## config.mk

```make
export PLATFORM = sky130hd
export DESIGN_NAME = nor_cmd_seq
export DESIGN_NICKNAME = d
export VERILOG_FILES = /design/src/rtl/nor_seq_pkg.sv /design/src/rtl/nor_seq_edge.sv /design/src/rtl/nor_seq_cmdtab.sv /design/src/rtl/nor_cmd_seq.sv
export SDC_FILE = /design/constraint.sdc
export NUM_CORES = 1
export LEC_CHECK = 0
export ABC_AREA = 1
export BUFFER_PORTS_ARGS = -buffer_cell sky130_fd_sc_hd__clkbuf_2
export CORE_MARGIN = 2
export CORE_UTILIZATION = 30
export DETAILED_ROUTE_END_ITERATION = 8
export GPL_ROUTABILITY_DRIVEN = 0
export SYNTH_ARGS = -nofsm -noshare
export SYNTH_HDL_FRONTEND = slang
export SYNTH_SLANG_ARGS = --single-unit
```

## constraint.sdc

```tcl
create_clock -name clk -period 2.88 [get_ports clk]
set_input_delay 0.72 -clock clk [delete_from_list [all_inputs] [get_ports clk]]
set_output_delay 0.72 -clock clk [all_outputs]
set_load 0.03 [all_outputs]
```

## src/rtl/nor_seq_pkg.sv

```systemverilog
package nor_seq_pkg;

    typedef enum logic [1:0] {
        M_IDLE    = 2'd0,
        M_RUN     = 2'd1,
        M_WAITWR  = 2'd2,
        M_ERSWAIT = 2'd3
    } seq_mode_e;

    localparam int CMD_AW = 11;
    localparam int CMD_DW = 8;

    localparam logic [CMD_AW-1:0] UNLK_A1 = 11'h555;
    localparam logic [CMD_AW-1:0] UNLK_A2 = 11'h2AA;
    localparam logic [CMD_DW-1:0] UNLK_D1 = 8'hAA;
    localparam logic [CMD_DW-1:0] UNLK_D2 = 8'h55;
    localparam logic [CMD_DW-1:0] SETUP_PROG = 8'hA0;
    localparam logic [CMD_DW-1:0] SETUP_ERS  = 8'h80;
    localparam logic [CMD_DW-1:0] GO_CHIP_ERS = 8'h10;

    localparam int PH_LAST = 2;

endpackage

```

## src/rtl/nor_seq_edge.sv

```systemverilog
module nor_seq_edge #(
    parameter int N = 3
) (
    input  logic         clk,
    input  logic         rst_n,
    input  logic [N-1:0] sig,
    output logic [N-1:0] fall
);

    for (genvar i = 0; i < N; i++) begin : g_bit
        logic prev_d, prev_q;

        always_comb begin
            prev_d = sig[i];
        end

        always_ff @(posedge clk or negedge rst_n) begin
            if (!rst_n) prev_q <= 1'b0;
            else        prev_q <= prev_d;
        end

        assign fall[i] = prev_q & ~sig[i];
    end

endmodule

```

## src/rtl/nor_seq_cmdtab.sv

```systemverilog
module nor_seq_cmdtab
    import nor_seq_pkg::*;
#(
    parameter int ADDR_W = 22,
    parameter int DATA_W = 16
) (
    input  logic [2:0]        step,
    input  logic              is_erase,
    output logic [ADDR_W-1:0] cmd_addr,
    output logic [DATA_W-1:0] cmd_data
);

    logic [CMD_AW-1:0] a_s;
    logic [CMD_DW-1:0] d_s;

    always_comb begin
        unique case (step)
            3'd0:    begin a_s = UNLK_A1; d_s = UNLK_D1; end
            3'd1:    begin a_s = UNLK_A2; d_s = UNLK_D2; end
            3'd2:    begin a_s = UNLK_A1; d_s = is_erase ? SETUP_ERS : SETUP_PROG; end
            3'd3:    begin a_s = UNLK_A1; d_s = UNLK_D1; end
            3'd4:    begin a_s = UNLK_A2; d_s = UNLK_D2; end
            3'd5:    begin a_s = UNLK_A1; d_s = GO_CHIP_ERS; end
            default: begin a_s = '0;      d_s = '0; end
        endcase
        cmd_addr = {{(ADDR_W-CMD_AW){1'b0}}, a_s};
        cmd_data = {{(DATA_W-CMD_DW){1'b0}}, d_s};
    end

endmodule

```

## src/rtl/nor_cmd_seq.sv

```systemverilog
module nor_cmd_seq
    import nor_seq_pkg::*;
#(
    parameter int ADDR_W = 22,
    parameter int DATA_W = 16
) (
    input  logic              clk,
    input  logic              rst_n,
    input  logic              prog_req,
    input  logic              erase_req,
    input  logic              wr_stb,
    input  logic [ADDR_W-1:0] host_addr,
    input  logic [DATA_W-1:0] host_wdata,
    output logic [DATA_W-1:0] host_rdata,
    output logic              busy,
    output logic              done,
    output logic [ADDR_W-1:0] flash_addr,
    output logic [DATA_W-1:0] flash_dq_o,
    output logic              flash_dq_oe,
    input  logic [DATA_W-1:0] flash_dq_i,
    output logic              flash_ce_n,
    output logic              flash_oe_n,
    output logic              flash_we_n,
    output logic              flash_byte_n,
    input  logic              flash_ready
);

    localparam int N_STB     = 3;
    localparam int IDX_PROG  = 0;
    localparam int IDX_ERS   = 1;
    localparam int IDX_WR    = 2;
    localparam logic [2:0] PROG_PAUSE = 3'd2;
    localparam logic [2:0] PROG_LAST  = 3'd3;
    localparam logic [2:0] ERS_LAST   = 3'd5;

    typedef struct packed {
        seq_mode_e         mode;
        logic              is_erase;
        logic [2:0]        step;
        logic [1:0]        ph;
        logic [ADDR_W-1:0] lat_addr;
        logic [DATA_W-1:0] lat_data;
        logic              done;
    } seq_st_t;

    seq_st_t st_d, st_q;
    logic [N_STB-1:0]  fall;
    logic [ADDR_W-1:0] tab_addr;
    logic [DATA_W-1:0] tab_data;
    logic              use_host;

    nor_seq_edge #(.N(N_STB)) u_edge (
        .clk   (clk),
        .rst_n (rst_n),
        .sig   ({wr_stb, erase_req, prog_req}),
        .fall  (fall)
    );

    nor_seq_cmdtab #(.ADDR_W(ADDR_W), .DATA_W(DATA_W)) u_tab (
        .step     (st_q.step),
        .is_erase (st_q.is_erase),
        .cmd_addr (tab_addr),
        .cmd_data (tab_data)
    );

    always_comb begin
        st_d      = st_q;
        st_d.done = 1'b0;
        unique case (st_q.mode)
            M_IDLE: begin
                if (fall[IDX_PROG] || fall[IDX_ERS]) begin
                    st_d.mode     = M_RUN;
                    st_d.is_erase = !fall[IDX_PROG];
                    st_d.step     = '0;
                    st_d.ph       = '0;
                end
            end
            M_RUN: begin
                if (st_q.ph != 2'(PH_LAST)) begin
                    st_d.ph = st_q.ph + 2'd1;
                end else begin
                    st_d.ph = '0;
                    if (!st_q.is_erase && st_q.step == PROG_PAUSE) begin
                        st_d.mode = M_WAITWR;
                    end else if (!st_q.is_erase && st_q.step == PROG_LAST) begin
                        st_d.mode = M_IDLE;
                        st_d.done = 1'b1;
                    end else if (st_q.is_erase && st_q.step == ERS_LAST) begin
                        st_d.mode = M_ERSWAIT;
                    end else begin
                        st_d.step = st_q.step + 3'd1;
                    end
                end
            end
            M_WAITWR: begin
                if (fall[IDX_WR]) begin
                    st_d.mode     = M_RUN;
                    st_d.step     = PROG_LAST;
                    st_d.ph       = '0;
                    st_d.lat_addr = host_addr;
                    st_d.lat_data = host_wdata;
                end
            end
            M_ERSWAIT: begin
                if (flash_ready) begin
                    st_d.mode = M_IDLE;
                    st_d.done = 1'b1;
                end
            end
            default: st_d.mode = M_IDLE;
        endcase
    end

    always_ff @(posedge clk or negedge rst_n) begin
        if (!rst_n) begin
            st_q <= '{mode: M_IDLE, is_erase: 1'b0, step: '0, ph: '0,
                      lat_addr: '0, lat_data: '0, done: 1'b0};
        end else begin
            st_q <= st_d;
        end
    end

    assign use_host     = (st_q.mode == M_RUN) && !st_q.is_erase && (st_q.step == PROG_LAST);
    assign busy         = (st_q.mode != M_IDLE);
    assign done         = st_q.done;
    assign flash_ce_n   = 1'b0;
    assign flash_byte_n = 1'b1;
    assign flash_oe_n   = busy;
    assign flash_we_n   = !((st_q.mode == M_RUN) && st_q.ph[0]);
    assign flash_dq_oe  = (st_q.mode == M_RUN) || (st_q.mode == M_WAITWR);
    assign flash_addr   = use_host ? st_q.lat_addr :
                          (st_q.mode == M_RUN) ? tab_addr : host_addr;
    assign flash_dq_o   = use_host ? st_q.lat_data :
                          (st_q.mode == M_RUN) ? tab_data : host_wdata;
    assign host_rdata   = flash_dq_i;

    AST_READ_PINS: assert property (@(posedge clk) disable iff (!rst_n)
        !busy |-> (!flash_oe_n && flash_we_n && !flash_dq_oe));
    AST_WE_SETUP: assert property (@(posedge clk) disable iff (!rst_n)
        $fell(flash_we_n) |-> ($stable(flash_addr) && $stable(flash_dq_o)));
    AST_WE_HOLD: assert property (@(posedge clk) disable iff (!rst_n)
        $rose(flash_we_n) |-> ($stable(flash_addr) && $stable(flash_dq_o)));
    AST_WE_ONE_CLK: assert property (@(posedge clk) disable iff (!rst_n)
        !flash_we_n |=> flash_we_n);
    AST_CMD_BUS: assert property (@(posedge clk) disable iff (!rst_n)
        !flash_we_n |-> (flash_oe_n && flash_dq_oe));
    AST_ERS_READY: assert property (@(posedge clk) disable iff (!rst_n)
        (st_q.mode == M_ERSWAIT && !flash_ready) |=> busy);
    AST_DONE_PULSE: assert property (@(posedge clk) disable iff (!rst_n)
        done |=> !done);
    AST_DONE_IDLE: assert property (@(posedge clk) disable iff (!rst_n)
        done |-> !busy);

endmodule

```

==> qor.txt, run 1 <==
STATUS
----------------------------------------------------------------------------------------------------
Result of the run                                                                       finished, final reports clean

DRT
----------------------------------------------------------------------------------------------------
Post-detailed-route via-to-cell ratio                                                           4.46
Aggregate routed wire length                                                                 7010 um
Count of routing violations after the opening detailed-route iteration                           134
Avg WL per Cell                                                                              12.0 um
Detail Route Antenna Nets                                                                          0
Total via count after detailed routing                                                          2599
DRC                                                                                                0
Router iterations before antenna repair                                                            4

STA
----------------------------------------------------------------------------------------------------
Post-layout minimum cycle time                                                               2780 ps
Worst hold-check slack                                                                        487 ps
Number of max-slew violations in the final report                                                  0
Fmax                                                                                       0.359 GHz
Ratio of final minimum period to clock period                                                  96.6%
Worst Max-Slew Pin Slew                                                                       658 ps
Relative max-transition margin                                                                 56.1%
Layout Skew                                                                                  7.71 ps
Accumulated negative setup slack                                                                0 ps
Count of endpoints failing hold in the final timing report                                         0
Setup repair after global routing missed its margin                                               no
Final setup fails                                                                                  0

GLOBAL ROUTING
----------------------------------------------------------------------------------------------------
Via count of the first global-routing pass                                                      2436
Total GRT Usage                                                                                13.1%
Met2 capacity usage during global routing                                                      21.1%
Number of antenna violations at the first check in global routing                                  0
Global-route wire length before repair                                                      11800 um
Largest net degree at the start of global routing                                                 51
Layer with the highest usage after global routing                                               met2
Met1 routing resource usage after global routing                                               18.1%
Met3 Resource Use GR                                                                           2.32%
Overall overflow remaining after global route                                                      0

CLOCKING
----------------------------------------------------------------------------------------------------
Setup bufs post-CTS                                                                                0
Worst-Skew Late Latency                                                                       310 ps
Cell at the root of the clock tree                                                          clkbuf_8
Hold-fix buffers, CTS                                                                              0
CTS tree                                                                                        done
Bufs on Longest Clock Path                                                                         2
CTS Buf Count                                                                                      5
Clock sink count                                                                                  50
Count of H-tree levels built during CTS                                                            2
Clock-pin slew reported for the worst setup and hold paths after clock tree synthesis          90 ps

PWR
----------------------------------------------------------------------------------------------------
Overall power consumption                                                                    3570 uW
Leakage                                                                                   0.00184 uW
Int Pwr                                                                                      1850 uW
Worst IR Drop VDD                                                                           0.534 mV
Power share of the clock group                                                                 14.4%
Switching share of total power                                                                 48.2%
P_sw                                                                                         1720 uW
Combinational share of power                                                                   52.7%
Total power density per cell area                                                        1010 nW/um2
Register share of total power                                                                  32.9%

PLACED DESIGN
----------------------------------------------------------------------------------------------------
Area after DPL                                                                              3390 um2
Buffers added on ports                                                                            86
Final HPWL DP                                                                                5110 um

YOSYS
----------------------------------------------------------------------------------------------------
Area leader, netlist                                                                         dfrtp_1
Multiplexer area fraction after synthesis                                                     0.749%
Post-synthesis net count                                                                         455
Adder-cell area share of the yosys netlist                                                     3.75%
Top-area cell type share of the netlist area                                                   41.6%
Fraction of the mapped netlist area in compound gates                                          18.1%
Syn Inst Count                                                                                   386
Area fraction in and, or, nand and nor cells after synthesis                                   19.2%
XOR/XNOR Fraction of Synth Area                                                                   0%
Largest family of logic cells by synthesized area                                       simple AND/OR/NAND/NOR gates
Post-synthesis cell type count                                                                    33
Count of yosys warnings during synthesis                                                           0
Post-synthesis instance area                                                                3010 um2
Total of flip-flops plus latches after synthesis                                                  50
Most area-consuming cells after synthesis                                               dfrtp_1 42%, nand2_1 13%, o21ai_0 9.7%
Average instance area after synthesis                                                       7.79 um2
Sequential fraction of the synthesis area                                                      41.6%

FLOORPLANNING
----------------------------------------------------------------------------------------------------
Starting density of the core                                                                   30.9%
Full die area                                                                              10800 um2
Cell Rows                                                                                         36
Area of the core                                                                            9730 um2
Count of boundary I/O pins                                                                       121
Die Height                                                                                    104 um
Horiz. Die Dim                                                                                104 um

CELLS AND AREA
----------------------------------------------------------------------------------------------------
Area added between synthesis and finish                                                        17.7%
Final non-filler cell area                                                                  3540 um2
Area used by multi-input combinational logic                                                1290 um2
Proportion of layout cells with a drive suffix above 1                                         28.2%
Post-layout nets                                                                                 518
Storage element area                                                                        1250 um2
Final-layout fill cell count                                                                    1046
Antenna Cells                                                                                      0

SETUP PATH
----------------------------------------------------------------------------------------------------
Critical Path Sink Type                                                                 primary output
Critical path class                                                                       reg -> out
Worst Setup Start Kind                                                                     flip-flop
CP required                                                                                  2160 ps
CP Max Fanout                                                                                     11
Critical Path AT                                                                             2060 ps

WORST HOLD PATH
----------------------------------------------------------------------------------------------------
Path class of the lowest-slack min-delay path                                             reg -> reg

JOB
----------------------------------------------------------------------------------------------------
Max-Cap Viols                                                                                      0

placed cells by master, fill, tap and decap left out, types with 2 or more instances in the layout:
cell      instances
inv_1            52
ha_1              8
o21ai_2           7
buf_4             6
inv_2             2
nor2_1           11
a21oi_1           3
nor2_2            2
nor3_1            3
mux2_2            2
nand3_2           4
nand2_2           2
o22ai_1           2
nand3_1           9
inv_4             2
o21ai_0          58
dfrtp_2           2
o211ai_1         14
dfrtp_1          48
clkbuf_8          5
conb_1            2
nand2_1         105
clkbuf_2         85
synth_stat cells:
library cell and count:
o21ai_1 1, a41oi_1 1, nand2_1 106, a21boi_0 1
buf_6 6, nand3b_1 1, nand3_2 3, buf_4 24
nand3_1 10, a21oi_1 3, o31ai_1 1, clkbuf_1 5
ha_1 9, nor2_4 1, o21bai_1 1, inv_4 1
inv_1 52, o21ai_2 7, o221ai_1 1, dfrtp_1 50
o22ai_1 2, nor2_2 2, mux2_2 2, buf_2 2
nand2_2 1, a21oi_4 1, inv_2 3, nor3_1 3
conb_1 2, or2_1 1, o21ai_0 58, nor2_1 11
o211ai_1 14
worst max-delay path, cell delays in order, from the launching register on:
cell      delay [ps]
dfrtp_1          440
ha_1             220
ha_1             220
nand3_2          120
buf_4            190
nand3b_1         170
o211ai_1         180
buf_4            210
final timing paths:
| path | start | endpoint | slack (ps) | depth (start not counted) |
|---|---|---|---|---|
| setup / recovery | st_q[41] | flash_dq_o[6] | 100 | 7 |
| hold / removal | st_q[10] | st_q[10] | 490 | 2 |
| setup reg to reg | st_q[45] | st_q[9] | 1060 | 5 |
| hold reg to reg | st_q[10] | st_q[10] | 490 | 2 |
| max in group asynchronous | rst_n | st_q[42] | 1880 | 2 |
| min in group asynchronous | rst_n | st_q[46] | 500 | 2 |
state kept, by name (all words and copies together), names as in the netlist:
register,cells
done,1
st_q,46
u_edge.g_bit.prev_q,3
logic make-up (layout without fill, tap and decap cells):
family,count (synthesis),in the layout
flip-flops,50,50
buffers and inverters,93,157
AND/OR/NAND/NOR,139,139
multiplexers,2,2
AO/OA/AOI/OAI,91,91
adder cells (fa/ha/maj),9,9
other,2,2
per-layer routing:
layer,vias up,share of wire [%]
li1,1332,-
met1,1162,47
met2,97,45
met3,8,7.2
met4,0,1.3
met5,-,0
power groups by stage:
stage	registers, uW	logic (uW)	clock network [uW]
CTS	1170	1870	535
global route	1210	2080	558
finish	1170	1880	512
detailed placement	1180	1860	0
global placement	1180	1830	0
floorplan	1150	1450	0
metrics by stage:
step	worst slack, ps	utilization [%]	instances
after floorplan	398	-	386
after global placement	385	34.9	575
after detailed placement	341	34.9	575
after CTS	43.5	36.2	583
after global routing	0.788	36.4	583
final	97.5	36.4	583
area by class of cell:
cell class	instances	share of cell area [%]
clock inverters	3	1.24
repair buffers	93	14.3
multi-input cells	243	36.3
inverters	56	6.08
well taps	133	4.70
clock buffers	5	1.94
flip-flops and latches	50	35.4
repair_timing:
action                     in CTS  in global routing
gates resized for setup         4                  8
cloned                          0                  0
setup endpoints to repair      11                 30
(Power assumes the default switching activity.)
==> run 2: changes to the inputs <==
--- a/config.mk
+++ b/config.mk
@@ -7,10 +7,13 @@
 export LEC_CHECK = 0
 export ABC_AREA = 1
 export BUFFER_PORTS_ARGS = -buffer_cell sky130_fd_sc_hd__clkbuf_2
+export CELL_PAD_IN_SITES_DETAIL_PLACEMENT = 1
+export CELL_PAD_IN_SITES_GLOBAL_PLACEMENT = 2
 export CORE_MARGIN = 2
-export CORE_UTILIZATION = 30
+export CORE_UTILIZATION = 28
 export DETAILED_ROUTE_END_ITERATION = 8
 export GPL_ROUTABILITY_DRIVEN = 0
+export PLACE_DENSITY_LB_ADDON = 0.1
 export SYNTH_ARGS = -nofsm -noshare
 export SYNTH_HDL_FRONTEND = slang
 export SYNTH_SLANG_ARGS = --single-unit
==> constraint.sdc (replaced) <==
create_clock -name clk -period 2.88 [get_ports clk]
set_input_delay 0.576 -clock clk [delete_from_list [all_inputs] [get_ports clk]]
set_output_delay 0.576 -clock clk [all_outputs]
set_load 0.03 [all_outputs]
==> qor.txt, run 2 (synthesis results as in run 1) <==
STATUS
----------------------------------------------------------------------------------------------------
Result of the run                                                                       finished, final reports clean

FLOORPLANNING
----------------------------------------------------------------------------------------------------
Horiz. Die Dim                                                                                108 um
Count of boundary I/O pins                                                                       121
Die Height                                                                                    108 um
Cell Rows                                                                                         37
Full die area                                                                              11600 um2
Starting density of the core                                                                   29.0%
Area of the core                                                                           10400 um2

PWR
----------------------------------------------------------------------------------------------------
Leakage                                                                                   0.00182 uW
Worst IR Drop VDD                                                                           0.429 mV
Total power density per cell area                                                        1010 nW/um2

CLOCKING
----------------------------------------------------------------------------------------------------
Clock-pin slew reported for the worst setup and hold paths after clock tree synthesis         100 ps
CTS Buf Count                                                                                      5
Count of H-tree levels built during CTS                                                            2
CTS tree                                                                                        done
Clock sink count                                                                                  50
Worst-Skew Late Latency                                                                       300 ps
Setup bufs post-CTS                                                                                0
Cell at the root of the clock tree                                                          clkbuf_8
Bufs on Longest Clock Path                                                                         2

CELLS AND AREA
----------------------------------------------------------------------------------------------------
Most used cells in the layout excluding fill and tap cells                              105 x nand2_1, 85 x clkbuf_2, 58 x o21ai_0, 52 x inv_1, 48 x dfrtp_1
Antenna Cells                                                                                      0
Area added between synthesis and finish                                                        17.3%
Proportion of layout cells with a drive suffix above 1                                         27.6%
Register with the highest flop count                                                            st_q
Most frequent standard cell in the layout excluding fill and tap cells                       nand2_1
Post-layout nets                                                                                 517
Number of flip-flops in the largest register                                                      46

STA
----------------------------------------------------------------------------------------------------
Final setup fails                                                                                  0
Ratio of final minimum period to clock period                                                  95.4%
Fmax                                                                                       0.364 GHz
Layout Skew                                                                                  9.13 ps
Post-layout minimum cycle time                                                               2750 ps
Number of max-slew violations in the final report                                                  0
Accumulated negative setup slack                                                                0 ps
Worst hold-check slack                                                                        261 ps
Setup repair after global routing missed its margin                                               no
Worst Max-Slew Pin Slew                                                                       590 ps
Count of endpoints failing hold in the final timing report                                         0
Relative max-transition margin                                                                 60.7%

PLACED DESIGN
----------------------------------------------------------------------------------------------------
Final HPWL DP                                                                                6140 um
Buffers added on ports                                                                            86

SETUP PATH
----------------------------------------------------------------------------------------------------
Critical Path AT                                                                             2170 ps
Worst reg-to-reg setup slack                                                                 1120 ps
Worst Setup Start Kind                                                                     flip-flop
Critical Path Sink Type                                                                 primary output
Crit path cell chain                                                                    ha_1 > ha_1 > nand3_4 > inv_2 > buf_12 > nand2_1 > o21ai_0 > buf_2
FF-to-FF Start                                                                              st_q[46]
Critical path class                                                                       reg -> out
Cell count of the worst reg-to-reg path                                                            9
CP Max Fanout                                                                                     34
Crit-path most repeated cell                                                                    ha_1
WP buf/inv                                                                                         3
Worst reg2reg endpoint                                                                      st_q[43]
CP required                                                                                  2300 ps
Critical path's slowest cell                                                                 dfrtp_1
Kind of cell with the highest combined delay on the critical path                       buffers and inverters
Max incr delay on CP                                                                          450 ps

GLOBAL ROUTING
----------------------------------------------------------------------------------------------------
Global-route wire length before repair                                                      13200 um
Overall overflow remaining after global route                                                      0
Via count of the first global-routing pass                                                      2665
Total GRT Usage                                                                                14.3%
Number of antenna violations at the first check in global routing                                  0
Largest net degree at the start of global routing                                                 49

DRT
----------------------------------------------------------------------------------------------------
Router iterations before antenna repair                                                            4
Aggregate routed wire length                                                                 8090 um
Post-detailed-route via-to-cell ratio                                                           4.48
Avg WL per Cell                                                                              13.8 um
DRC                                                                                                0
Count of routing violations after the opening detailed-route iteration                           101
Total via count after detailed routing                                                          2623
Detail Route Antenna Nets                                                                          0

WORST HOLD PATH
----------------------------------------------------------------------------------------------------
Path class of the lowest-slack min-delay path                                            in -> async

JOB
----------------------------------------------------------------------------------------------------
Max-Cap Viols                                                                                      0

-- run 2: metal layers --
metal  vias up  wire [um]  part of all wire (%)  global-route usage [%]
met5         -          0                     0                       0
met4         0         90                   1.1                    3.94
met3         8        325                   4.0                    2.12
met2        65       3730                    46                    23.9
met1      1226       3950                    49                    19.3
li1       1324          -                     -                       -
-- run 2: cell type report --
class,instances,area [um2]
clock buffer,6,72.6
clock inverter,2,37.5
fill,1318,6840
inverter,56,213
multi-input combinational,243,1280
sequential,50,1250
tap,136,170
timing repair buffer,92,500
-- run 2: where the power goes --
part	internal (uW)	switching (uW)
Clock	260	242
Sequential	1000	173
Combinational	574	1330
-- run 2: worst max path at each step --
stage / depth (start not counted) / to / start
finish: 8 / flash_addr[21] / st_q[41]
global route: 8 / flash_addr[21] / st_q[41]
CTS: 8 / flash_addr[21] / st_q[43]
detailed placement: 8 / flash_addr[21] / st_q[43]
global placement: 8 / flash_addr[21] / st_q[43]
floorplan: 6 / flash_dq_o[15] / st_q[46]
-- run 2: timing repair --
action	in CTS	in global routing
pin swaps	0	0
resized for setup	1	3
endpoints found under the setup margin	1	6
hold buffers	0	0
-- run 2: metrics by stage --
| step | utilization, % | cells | power (uW) | instance area (um2) | setup WS [ps] |
|---|---|---|---|---|---|
| after global placement | 32.8 | 577 | 3090 | 3410 | 359 |
| after global routing | 34.0 | 585 | 3890 | 3530 | 5.54 |
| after detailed placement | 32.8 | 577 | 3120 | 3410 | 297 |
| after floorplan | - | 386 | 2600 | 3010 | 542 |
| final | 34.0 | 585 | 3580 | 3530 | 133 |
| after CTS | 34.0 | 585 | 3650 | 3520 | 52.9 |
==> run 3: changes to the inputs <==
--- a/config.mk
+++ b/config.mk
@@ -10,10 +10,11 @@
 export CELL_PAD_IN_SITES_DETAIL_PLACEMENT = 1
 export CELL_PAD_IN_SITES_GLOBAL_PLACEMENT = 2
 export CORE_MARGIN = 2
-export CORE_UTILIZATION = 28
+export CORE_UTILIZATION = 29
 export DETAILED_ROUTE_END_ITERATION = 8
 export GPL_ROUTABILITY_DRIVEN = 0
 export PLACE_DENSITY_LB_ADDON = 0.1
 export SYNTH_ARGS = -nofsm -noshare
 export SYNTH_HDL_FRONTEND = slang
+export SYNTH_HIERARCHICAL = 1
 export SYNTH_SLANG_ARGS = --single-unit
==> qor.txt, run 3 <==
STATUS
----------------------------------------------------------------------------------------------------
Result of the run                                                                       finished, final reports clean

FLOORPLANNING
----------------------------------------------------------------------------------------------------
Die Height                                                                                    112 um
Count of boundary I/O pins                                                                       121
Horiz. Die Dim                                                                                112 um
Area of the core                                                                           11500 um2
Full die area                                                                              12600 um2
Cell Rows                                                                                         39
Starting density of the core                                                                   29.7%

YOSYS
----------------------------------------------------------------------------------------------------
Main flop type after synthesis                                                               dfrtp_1
Total of flip-flops plus latches after synthesis                                                  50
Average instance area after synthesis                                                       7.31 um2
Sequential fraction of the synthesis area                                                      36.7%
Area leader, netlist                                                                         dfrtp_1
Count of yosys warnings during synthesis                                                           6
Post-synthesis cell type count                                                                    25
Most instantiated cells after synthesis                                                 140 x nand2_1, 62 x inv_1, 53 x buf_4
Most frequent cell after synthesis                                                           nand2_1
Number of synthesized flops with an enable pin                                                     0
Post-synthesis instance area                                                                3410 um2
Syn Inst Count                                                                                   466
Share of flip-flops with an asynchronous set or reset after synthesis                           100%
Most area-consuming cells after synthesis                                               dfrtp_1 37%, nand2_1 15%, buf_4 12%
Top-area cell type share of the netlist area                                                   36.7%

SETUP PATH
----------------------------------------------------------------------------------------------------
Critical Path AT                                                                             2110 ps
WP buf/inv                                                                                         2
Worst reg-to-reg setup slack                                                                 1030 ps
Worst reg2reg endpoint                                                                      st_q[28]
Critical path's slowest cell                                                                 dfrtp_2
Critical path class                                                                       reg -> out
Critical path origin                                                                        st_q[41]
Cell count of the worst reg-to-reg path                                                            6
CP Max Fanout                                                                                     26
Max incr delay on CP                                                                          450 ps
Critical Path Sink Type                                                                 primary output
FF-to-FF Start                                                                              st_q[45]
Crit path cell chain                                                                    ha_1 > ha_1 > nand2_1 > nor2_4 > buf_6 > nand2_1 > o211ai_1 > clkbuf_2
Kind of cell with the highest combined delay on the critical path                       buffers and inverters
CP required                                                                                  2300 ps
Worst Setup Start Kind                                                                     flip-flop

STA
----------------------------------------------------------------------------------------------------
Count of endpoints failing hold in the final timing report                                         0
Final setup fails                                                                                  0
Relative max-transition margin                                                                 43.5%
Ratio of final minimum period to clock period                                                  93.3%
Worst setup slack after layout                                                                194 ps
Worst Max-Slew Pin Slew                                                                       842 ps
Layout Skew                                                                                  5.31 ps
Setup repair after global routing missed its margin                                               no
Fmax                                                                                       0.372 GHz
Accumulated negative setup slack                                                                0 ps
Post-layout minimum cycle time                                                               2690 ps
Number of max-slew violations in the final report                                                  0

CLOCKING
----------------------------------------------------------------------------------------------------
Setup bufs post-CTS                                                                                0
Clock-pin slew reported for the worst setup and hold paths after clock tree synthesis          70 ps
Clock sink count                                                                                  50
Bufs on Longest Clock Path                                                                         2
Post-CTS resize count                                                                              1
Cell at the root of the clock tree                                                         clkbuf_16
CTS Buf Count                                                                                      5
Worst-Skew Late Latency                                                                       280 ps
CTS tree                                                                                        done
Hold-fix buffers, CTS                                                                              0
Count of H-tree levels built during CTS                                                            2

PLACED DESIGN
----------------------------------------------------------------------------------------------------
Buffers added on ports                                                                            86
Final HPWL DP                                                                                6560 um
Minimum setup slack after placement                                                           304 ps
Number of cells after detailed placement                                                         650

DRT
----------------------------------------------------------------------------------------------------
Count of routing violations after the opening detailed-route iteration                            88
Avg WL per Cell                                                                              13.4 um
Detail Route Antenna Nets                                                                          0
Total via count after detailed routing                                                          2918
Post-detailed-route via-to-cell ratio                                                           4.43
DRC                                                                                                0
Router iterations before antenna repair                                                            4
Aggregate routed wire length                                                                 8840 um

CELLS AND AREA
----------------------------------------------------------------------------------------------------
Most used cells in the layout excluding fill and tap cells                              139 x nand2_1, 86 x clkbuf_2, 62 x inv_1, 48 x dfrtp_1, 37 x o21ai_0
Proportion of layout cells with a drive suffix above 1                                         23.3%
Number of flip-flops in the largest register                                                      46
Antenna Cells                                                                                      0
Area added between synthesis and finish                                                        12.2%
Post-layout nets                                                                                 583
Final core utilization                                                                         33.3%
Number of standard cells in the layout, taps in and fillers out                                  658
Register with the highest flop count                                                            st_q
Final-layout fill cell count                                                                    1458
Most frequent standard cell in the layout excluding fill and tap cells                       nand2_1

GLOBAL ROUTING
----------------------------------------------------------------------------------------------------
Total GRT Usage                                                                                14.5%
Overall overflow remaining after global route                                                      0
Largest net degree at the start of global routing                                                 41
Number of antenna violations at the first check in global routing                                  0
Global-route wire length before repair                                                      15000 um
Via count of the first global-routing pass                                                      3029

WORST HOLD PATH
----------------------------------------------------------------------------------------------------
Path class of the lowest-slack min-delay path                                            in -> async

PWR
----------------------------------------------------------------------------------------------------
Overall power consumption                                                                    3230 uW
Leakage                                                                                   0.00199 uW
Worst IR Drop VDD                                                                           0.313 mV
Total power density per cell area                                                         846 nW/um2

JOB
----------------------------------------------------------------------------------------------------
Max-Cap Viols                                                                                      0

run 3: per-layer routing:
layer	part of all wire (%)	wire (um)	global-route usage (%)	up-vias
met4	0.57	50	2.60	0
met3	3.0	264	2.21	4
met5	0	0	0	-
met1	49	4320	20.2	1374
li1	-	-	-	1490
met2	48	4200	24.4	50
run 3: area by class of cell:
type / count / area [um2] / share of cell area [%]
multi-input combinational: 297 / 1480 / 38.7
sequential: 50 / 1250 / 32.8
clock inverter: 1 / 5.00 / 0.131
tap: 143 / 179 / 4.68
clock buffer: 7 / 143 / 3.73
timing repair buffer: 95 / 518 / 13.5
inverter: 65 / 244 / 6.38
run 3: how the worst max path moves through the flow:
stage          slack, ps             end  cells after the start
4_1_cts               60   flash_addr[7]                      7
3_5_place_dp         300  flash_addr[10]                      8
2_1_floorplan        600  flash_dq_o[14]                      8
3_3_place_gp         380  flash_addr[10]                      8
6_report             190  flash_addr[15]                      8
5_1_grt               20   flash_addr[1]                      6
run 3: metrics by stage:
step                hold WS, ps  area (um2)
detailed placement          475        3670
floorplan                   280        3480
CTS                         369        3820
global placement            467        3670
global route                393        3820
finish                      352        3820
run 3: cells by family (layout without fill, tap and decap cells):
kind of cell    count (synthesis)  count (layout)  share of synthesized area (%)
compound gates                 88              88                           16.1
fa+ha+maj                       9               9                           3.30
buf+inv                       137             168                           22.1
flops                          50              50                           36.7
mux                             2               2                          0.661
other cells                     3              21                          0.330
simple gates                  177             177                           20.8
run 3: power by group:
group / switching [uW] / internal, uW
combinational: 1190 / 499
sequential: 96.0 / 846
clock: 253 / 345
run 3: worst register-to-register path, delay by kind of cell, from the launching register on:
kind	cells	cell delay, ps
AOI/OAI and AO/OA	1	70
adders and majority gates	1	230
buffers and inverters	2	490
DFF	1	430
and+or+nand+nor	2	520
